==> config.mk <==
export PLATFORM = sky130hd
export DESIGN_NAME = ovf_timer
export DESIGN_NICKNAME = d
export VERILOG_FILES = /design/src/rtl/tmr_pkg.sv /design/src/rtl/tmr_regs.sv /design/src/rtl/tmr_prescale.sv /design/src/rtl/tmr_count.sv /design/src/rtl/tmr_flag.sv /design/src/rtl/ovf_timer.sv
export SDC_FILE = /design/constraint.sdc
export NUM_CORES = 1
export LEC_CHECK = 0
export BUFFER_PORTS_ARGS = -buffer_cell sky130_fd_sc_hd__buf_2
export CORE_ASPECT_RATIO = 1.75
export CORE_UTILIZATION = 25
export DETAILED_ROUTE_END_ITERATION = 12
export PLACE_DENSITY = 0.46
export SETUP_SLACK_MARGIN = 0.3
export SYNTH_ARGS = -nofsm -noshare
export SYNTH_HDL_FRONTEND = slang
export SYNTH_SLANG_ARGS = --single-unit
==> constraint.sdc <==
create_clock -name clk -period 2.41 [get_ports clk]
set_clock_uncertainty 0.05 [all_clocks]
set_input_delay 0.3615 -clock clk [delete_from_list [all_inputs] [get_ports clk]]
set_output_delay 0.3615 -clock clk [all_outputs]
set_load 0.02 [all_outputs]
==> src/rtl/tmr_pkg.sv <==
// Shared definitions for the overflow timer: register addresses,
// control-byte bit positions and the decoded control record.
// Assumes a byte-wide register port of at least 8 bits.
package tmr_pkg;

    localparam int PSC_SEL_W    = 2;
    localparam int CTRL_RUN_BIT = 0;
    localparam int CTRL_PSC_LSB = 4;
    localparam int CTRL_WIDE_BIT = 7;

    typedef enum logic [1:0] {
        ADDR_CTRL   = 2'd0,
        ADDR_CNT_LO = 2'd1,
        ADDR_CNT_HI = 2'd2,
        ADDR_UNUSED = 2'd3
    } tmr_addr_e;

    typedef struct packed {
        logic                 wide;
        logic [PSC_SEL_W-1:0] psc_sel;
        logic                 run;
    } tmr_ctrl_t;

endpackage

==> src/rtl/tmr_regs.sv <==
// Register front end of the overflow timer.
// Holds the control byte and the buffered high byte, forms the
// merged preload value and returns read data combinationally.
// Assumes BYTE_W >= 8 so the control bit positions fit.
module tmr_regs
    import tmr_pkg::*;
#(
    parameter  int BYTE_W = 8,
    localparam int CNT_W  = 2 * BYTE_W
)
(
    input  logic              clk,
    input  logic              rst_n,
    input  logic              bus_wr,
    input  logic [1:0]        bus_addr,
    input  logic [BYTE_W-1:0] bus_wdata,
    input  logic [CNT_W-1:0]  cnt_q,
    output tmr_ctrl_t         ctrl_q,
    output logic              ld_en,
    output logic [CNT_W-1:0]  ld_val,
    output logic [BYTE_W-1:0] bus_rdata
);

    logic              wr_ctrl;
    logic              wr_lo;
    logic              wr_hi;
    logic [BYTE_W-1:0] hi_buf_q;

    assign wr_ctrl = bus_wr && (bus_addr == ADDR_CTRL);
    assign wr_lo   = bus_wr && (bus_addr == ADDR_CNT_LO);
    assign wr_hi   = bus_wr && (bus_addr == ADDR_CNT_HI);

    // Control register: mode, prescale select and run bit.
    always_ff @(posedge clk) begin
        if (!rst_n) begin
            ctrl_q <= '0;
        end else if (wr_ctrl) begin
            ctrl_q.wide    <= bus_wdata[CTRL_WIDE_BIT];
            ctrl_q.psc_sel <= bus_wdata[CTRL_PSC_LSB +: PSC_SEL_W];
            ctrl_q.run     <= bus_wdata[CTRL_RUN_BIT];
        end
    end

    // High-byte holding register, used only in 16-bit mode.
    always_ff @(posedge clk) begin
        if (!rst_n) begin
            hi_buf_q <= '0;
        end else if (wr_hi && ctrl_q.wide) begin
            hi_buf_q <= bus_wdata;
        end
    end

    // Preload strobe and merged value for the counter lanes.
    always_comb begin
        ld_en  = wr_lo || (wr_hi && !ctrl_q.wide);
        ld_val = cnt_q;
        if (wr_lo) begin
            ld_val[BYTE_W-1:0] = bus_wdata;
            if (ctrl_q.wide) begin
                ld_val[CNT_W-1:BYTE_W] = hi_buf_q;
            end
        end else if (wr_hi) begin
            ld_val[CNT_W-1:BYTE_W] = bus_wdata;
        end
    end

    // Combinational read multiplexer.
    always_comb begin
        bus_rdata = '0;
        case (bus_addr)
            ADDR_CTRL: begin
                bus_rdata[CTRL_WIDE_BIT]                  = ctrl_q.wide;
                bus_rdata[CTRL_PSC_LSB +: PSC_SEL_W]      = ctrl_q.psc_sel;
                bus_rdata[CTRL_RUN_BIT]                   = ctrl_q.run;
            end
            ADDR_CNT_LO: bus_rdata = cnt_q[BYTE_W-1:0];
            ADDR_CNT_HI: bus_rdata = cnt_q[CNT_W-1:BYTE_W];
            default:     bus_rdata = '0;
        endcase
    end

endmodule

==> src/rtl/tmr_prescale.sv <==
// Tick prescaler: divides accepted ticks by 2^sel.
// Assumes tick_ok is already gated by the run bit and by preloads;
// clr restarts the division phase.
module tmr_prescale #(
    parameter  int SEL_W = 2,
    localparam int DIV_W = (1 << SEL_W) - 1
)
(
    input  logic             clk,
    input  logic             rst_n,
    input  logic             clr,
    input  logic             tick_ok,
    input  logic [SEL_W-1:0] sel,
    output logic             adv
);

    logic [DIV_W-1:0] psc_q;
    logic [DIV_W-1:0] mask;

    // Low-bit mask whose all-ones state marks the last tick of a period.
    always_comb begin
        mask = '0;
        for (int i = 0; i < DIV_W; i++) begin
            mask[i] = (i < int'(sel));
        end
    end

    assign adv = tick_ok && ((psc_q & mask) == mask);

    // Phase counter: restarts on preload, steps on each accepted tick.
    always_ff @(posedge clk) begin
        if (!rst_n || clr) begin
            psc_q <= '0;
        end else if (tick_ok) begin
            psc_q <= psc_q + 1'b1;
        end
    end

endmodule

==> src/rtl/tmr_count.sv <==
// Byte-lane counter with mode-dependent wrap detection.
// Lane 0 always counts. Upper lanes only take a carry in wide mode.
// Assumes ld_en and adv are never high together.
module tmr_count #(
    parameter  int BYTE_W = 8,
    parameter  int LANES  = 2,
    localparam int CNT_W  = LANES * BYTE_W
)
(
    input  logic             clk,
    input  logic             rst_n,
    input  logic             wide,
    input  logic             ld_en,
    input  logic [CNT_W-1:0] ld_val,
    input  logic             adv,
    output logic [CNT_W-1:0] cnt_q,
    output logic             ovf
);

    logic [LANES:0]   carry;
    logic [LANES-1:0] lane_ones;

    assign carry[0] = adv;

    for (genvar g = 0; g < LANES; g++) begin : g_lane
        logic [BYTE_W-1:0] lane_q;

        assign lane_ones[g] = &lane_q;
        assign cnt_q[g*BYTE_W +: BYTE_W] = lane_q;

        if (g == LANES - 1) begin : g_top
            assign carry[g+1] = carry[g] && lane_ones[g];
        end else begin : g_mid
            assign carry[g+1] = carry[g] && lane_ones[g] && wide;
        end

        // Lane register: preload wins, otherwise step on incoming carry.
        always_ff @(posedge clk) begin
            if (!rst_n) begin
                lane_q <= '0;
            end else if (ld_en) begin
                lane_q <= ld_val[g*BYTE_W +: BYTE_W];
            end else if (carry[g]) begin
                lane_q <= lane_q + 1'b1;
            end
        end
    end

    assign ovf = wide ? carry[LANES] : (adv && lane_ones[0]);

endmodule

==> src/rtl/tmr_flag.sv <==
// Sticky request flag: set wins over clear in the same cycle.
module tmr_flag (
    input  logic clk,
    input  logic rst_n,
    input  logic set,
    input  logic clr,
    output logic flag
);

    // Hold the request until an explicit clear without a new set.
    always_ff @(posedge clk) begin
        if (!rst_n) begin
            flag <= 1'b0;
        end else if (set) begin
            flag <= 1'b1;
        end else if (clr) begin
            flag <= 1'b0;
        end
    end

endmodule

==> src/rtl/ovf_timer.sv <==
// Preloadable 8/16-bit timer with prescaler and sticky overflow flag.
// Assumes a single clock domain. tick_en is a one-cycle strobe per tick.
module ovf_timer
    import tmr_pkg::*;
#(
    parameter int BYTE_W = 8
)
(
    input  logic              clk,
    input  logic              rst_n,
    input  logic              bus_wr,
    input  logic [1:0]        bus_addr,
    input  logic [BYTE_W-1:0] bus_wdata,
    output logic [BYTE_W-1:0] bus_rdata,
    input  logic              tick_en,
    input  logic              flag_clr,
    output logic              irq_flag
);

    localparam int LANES = 2;
    localparam int CNT_W = LANES * BYTE_W;

    tmr_ctrl_t        ctrl_q;
    logic             ld_en;
    logic [CNT_W-1:0] ld_val;
    logic [CNT_W-1:0] cnt_q;
    logic             tick_ok;
    logic             adv;
    logic             ovf;
    logic             run_s;
    logic             wide_s;

    assign run_s   = ctrl_q.run;
    assign wide_s  = ctrl_q.wide;
    assign tick_ok = tick_en && run_s && !ld_en;

    tmr_regs #(.BYTE_W(BYTE_W)) u_regs (
        .clk       (clk),
        .rst_n     (rst_n),
        .bus_wr    (bus_wr),
        .bus_addr  (bus_addr),
        .bus_wdata (bus_wdata),
        .cnt_q     (cnt_q),
        .ctrl_q    (ctrl_q),
        .ld_en     (ld_en),
        .ld_val    (ld_val),
        .bus_rdata (bus_rdata)
    );

    tmr_prescale #(.SEL_W(PSC_SEL_W)) u_psc (
        .clk     (clk),
        .rst_n   (rst_n),
        .clr     (ld_en),
        .tick_ok (tick_ok),
        .sel     (ctrl_q.psc_sel),
        .adv     (adv)
    );

    tmr_count #(.BYTE_W(BYTE_W), .LANES(LANES)) u_cnt (
        .clk    (clk),
        .rst_n  (rst_n),
        .wide   (wide_s),
        .ld_en  (ld_en),
        .ld_val (ld_val),
        .adv    (adv),
        .cnt_q  (cnt_q),
        .ovf    (ovf)
    );

    tmr_flag u_flag (
        .clk   (clk),
        .rst_n (rst_n),
        .set   (ovf),
        .clr   (flag_clr),
        .flag  (irq_flag)
    );

endmodule

==> run metrics <==
Synth Instances=242; critical path class=register to register; XOR/XNOR Fraction of Synth Area=less than 1%; fin crit share=82.6%; CTS tree=yes; Reg clk slew, reported paths=0.05 ns; Starting Density=between 20 and 30%; worst min path class=input port to register; Worst R2R Path Depth=6; Max-Cap Viols=0; hpwl dp=4.82 mm; NumNets Final=290; die height=118 um; Mapped Area=just under 2000 sq um; number of synthesized flops with an enable pin=0; initial antenna violation count=0; Warnings, synthesis=0; power consumption=1330 uW; post-cts sizing count=0; Clock Sink Count=32; final wirelength=about 6.3 mm; Reg2Reg Setup Slack=0.42 ns; Routed met2 length=3.55 mm; Compound-Gate Fraction of Synth Area=27.9%; Syn Area/Cell=8.00 sq um; outcome=finished clean; Mapped Nets=approximately 260; Worst EP required=2.56 ns; post-cts hold buffer count=0; DRC Markers=0; synthesized flop and latch total=32; DR vias/cell=5.44; Placed Cells=between 300 and 400; Worst Tran Pin Value=0.738 ns; Reg-to-Reg Start=u_cnt.g_lane[0].lane_q[1]; GRT Residual Overflow=0; # port buffers=23; first-pass GRT wire length=9.83 mm; Final setup viols=0; n_diodes=0; area delta synth->final=19.8%; adder-cell share of the synthesized area=4.52%; IO Pins=24; routed via count=1941; die width=68.5 um; Routed WL per cell=17.6 um; clk_lat worst skew=0.28 ns; TritonCTS Buffers=5; Worst IR Drop VDD=roughly 290 uV; Worst slew margin=50.7%; DR iter-0 viols=144; final hold vios=0; WP data arrival=2.14 ns; setup tns final=0 ns; CP startpoint kind=register; Async SR Flop Fraction=0%; Hold Path Origin=flag_clr; crit-path max FO=16; Worst Hold Depth=3; placer congestion estimate=0.805; post-layout min period=1.99 ns; Hold Path End=u_flag.flag; CTS max path bufs=2; Lkg Pwr=0.000924 uW; largest family of logic cells by synthesized area=compound AO/OA/AOI/OAI gates; sequential share of the synthesized area=about a third; Cell Count, Final, Fillers Out=357; Worst R2R End=u_cnt.g_lane[1].lane_q[1]; clk root buf=clkbuf_16; M1 WL=approximately 2.3 mm; layout cells sized above 1=19.7%; Post-CTS Setup Bufs=0; post-synthesis simple-gate area fraction=between 20% and 30%; unrepaired setup endpoints after global routing=no; Unique masters post-synth=50; Core Box Area=7510 sq um; Setup crit end kind=register; H-tree Lvls=2; max-slew violations=0; Final ANT Viol Nets=0; vias in the first global route=between 1500 and 2000; Fmax achieved=approximately 500 MHz; die footprint=slightly above 8000 sq um; Cell Rows=42; Top Layer Used=met4; post-synthesis mux area share=5.75%; Pre-antenna DRT Iters=4; largest net degree at the start of global routing=19; Met3 Wirelength=209 um; ys flop type=dfxtp_1; Global Route Usage Sum=17.0%; pwr/cell area=576 nW/um^2
## cell usage in the layout (no fill, tap or decap), types with 5 or more instances in the layout
master,count
o21ai_0,8
buf_4,11
nand3_1,20
nand2_1,32
clkbuf_16,5
nor2b_1,5
nor3_1,7
nor2_1,24
ha_1,6
mux2i_1,10
buf_2,23
a21oi_1,29
dfxtp_1,31
## per-stage QoR
step / utilization, % / hold WS, ns / setup WS [ns] / area (sq um)
6_report: 30.9 / 0.301 / 0.420 / 2320
5_1_grt: 30.9 / 0.321 / 0.338 / 2320
4_1_cts: 30.8 / 0.304 / 0.333 / 2310
3_5_place_dp: 28.9 / 0.423 / 0.223 / 2170
3_3_place_gp: 28.9 / 0.409 / 0.265 / 2170
2_1_floorplan: - / 0.402 / 0.467 / 1940
## layout make-up
class / instances / area [sq um]
sequential: 32 / 642
tap: 88 / 110
multi-input combinational: 192 / 1210
inverter: 3 / 11.3
clock buffer: 8 / 146
timing repair buffer: 34 / 198
fill: 813 / 5200
## cell usage after synthesis (all sizes together), types with 2 or more instances
master	number	area, sq um
nor3	7	35.0
nand2b	2	12.5
xor2	2	17.5
and3	2	12.5
o21ai	10	50.0
nor2	24	90.1
o21bai	2	26.3
nand2	32	120
clkbuf	9	33.8
a22oi	4	30.0
ha	7	87.6
inv	3	11.3
o31ai	2	33.8
o32ai	4	42.6
nor2b	5	31.3
dfxtp	32	641
nand3	20	100
mux2i	10	100
a211oi	2	15.0
o221a	2	22.5
o22ai	2	12.5
a21oi	29	145
buf	6	41.3
a222oi	4	40.0
## layer usage
metal  vias up  GRT usage (%)
met5         -              0
met4         0           9.24
met2        44           30.6
met1       945           17.1
met3        10           3.28
li1        942              -
## cells by family after synthesis
kind of cell / after synthesis
multiplexers: 11
adder cells (fa/ha/maj): 7
XOR/XNOR: 2
AO/OA/AOI/OAI: 73
buffers and inverters: 18
flip-flops: 32
AND/OR/NAND/NOR: 99
## worst max-delay path by stage
stage	slack, ns	endpoint	cells past startpoint	startpoint
detailed placement	0.22	u_cnt.g_lane[0].lane_q[2]	8	bus_addr[0]
finish	0.42	u_cnt.g_lane[1].lane_q[1]	6	u_cnt.g_lane[0].lane_q[1]
global route	0.34	bus_rdata[0]	7	bus_addr[1]
floorplan	0.47	u_cnt.g_lane[1].lane_q[7]	9	bus_addr[1]
global placement	0.26	u_cnt.g_lane[0].lane_q[2]	8	bus_addr[0]
CTS	0.33	u_cnt.g_lane[1].lane_q[1]	6	u_cnt.g_lane[0].lane_q[1]
## worst max-delay path: stages, from the launching register on
cell	delay [ns]
dfxtp_2	0.38
ha_2	0.22
and4_1	0.27
o2111ai_1	0.17
o32a_4	0.44
a211o_1	0.25
a21oi_1	0.12
## power by group
part | internal, uW | switching, uW | leakage [uW]
Clock | 412 | 228 | 0.0000712
Combinational | 50.7 | 96.1 | 0.000594
Sequential | 537 | 10.4 | 0.000259
## flip-flops by register name, summed over array words and instances (netlist names)
signal / count
u_cnt.g_lane.lane_q: 16
u_flag.flag: 1
u_psc.psc_q: 3
u_regs.ctrl_q: 4
u_regs.hi_buf_q: 8
No activity file was read; power rests on OpenSTA's default activity.
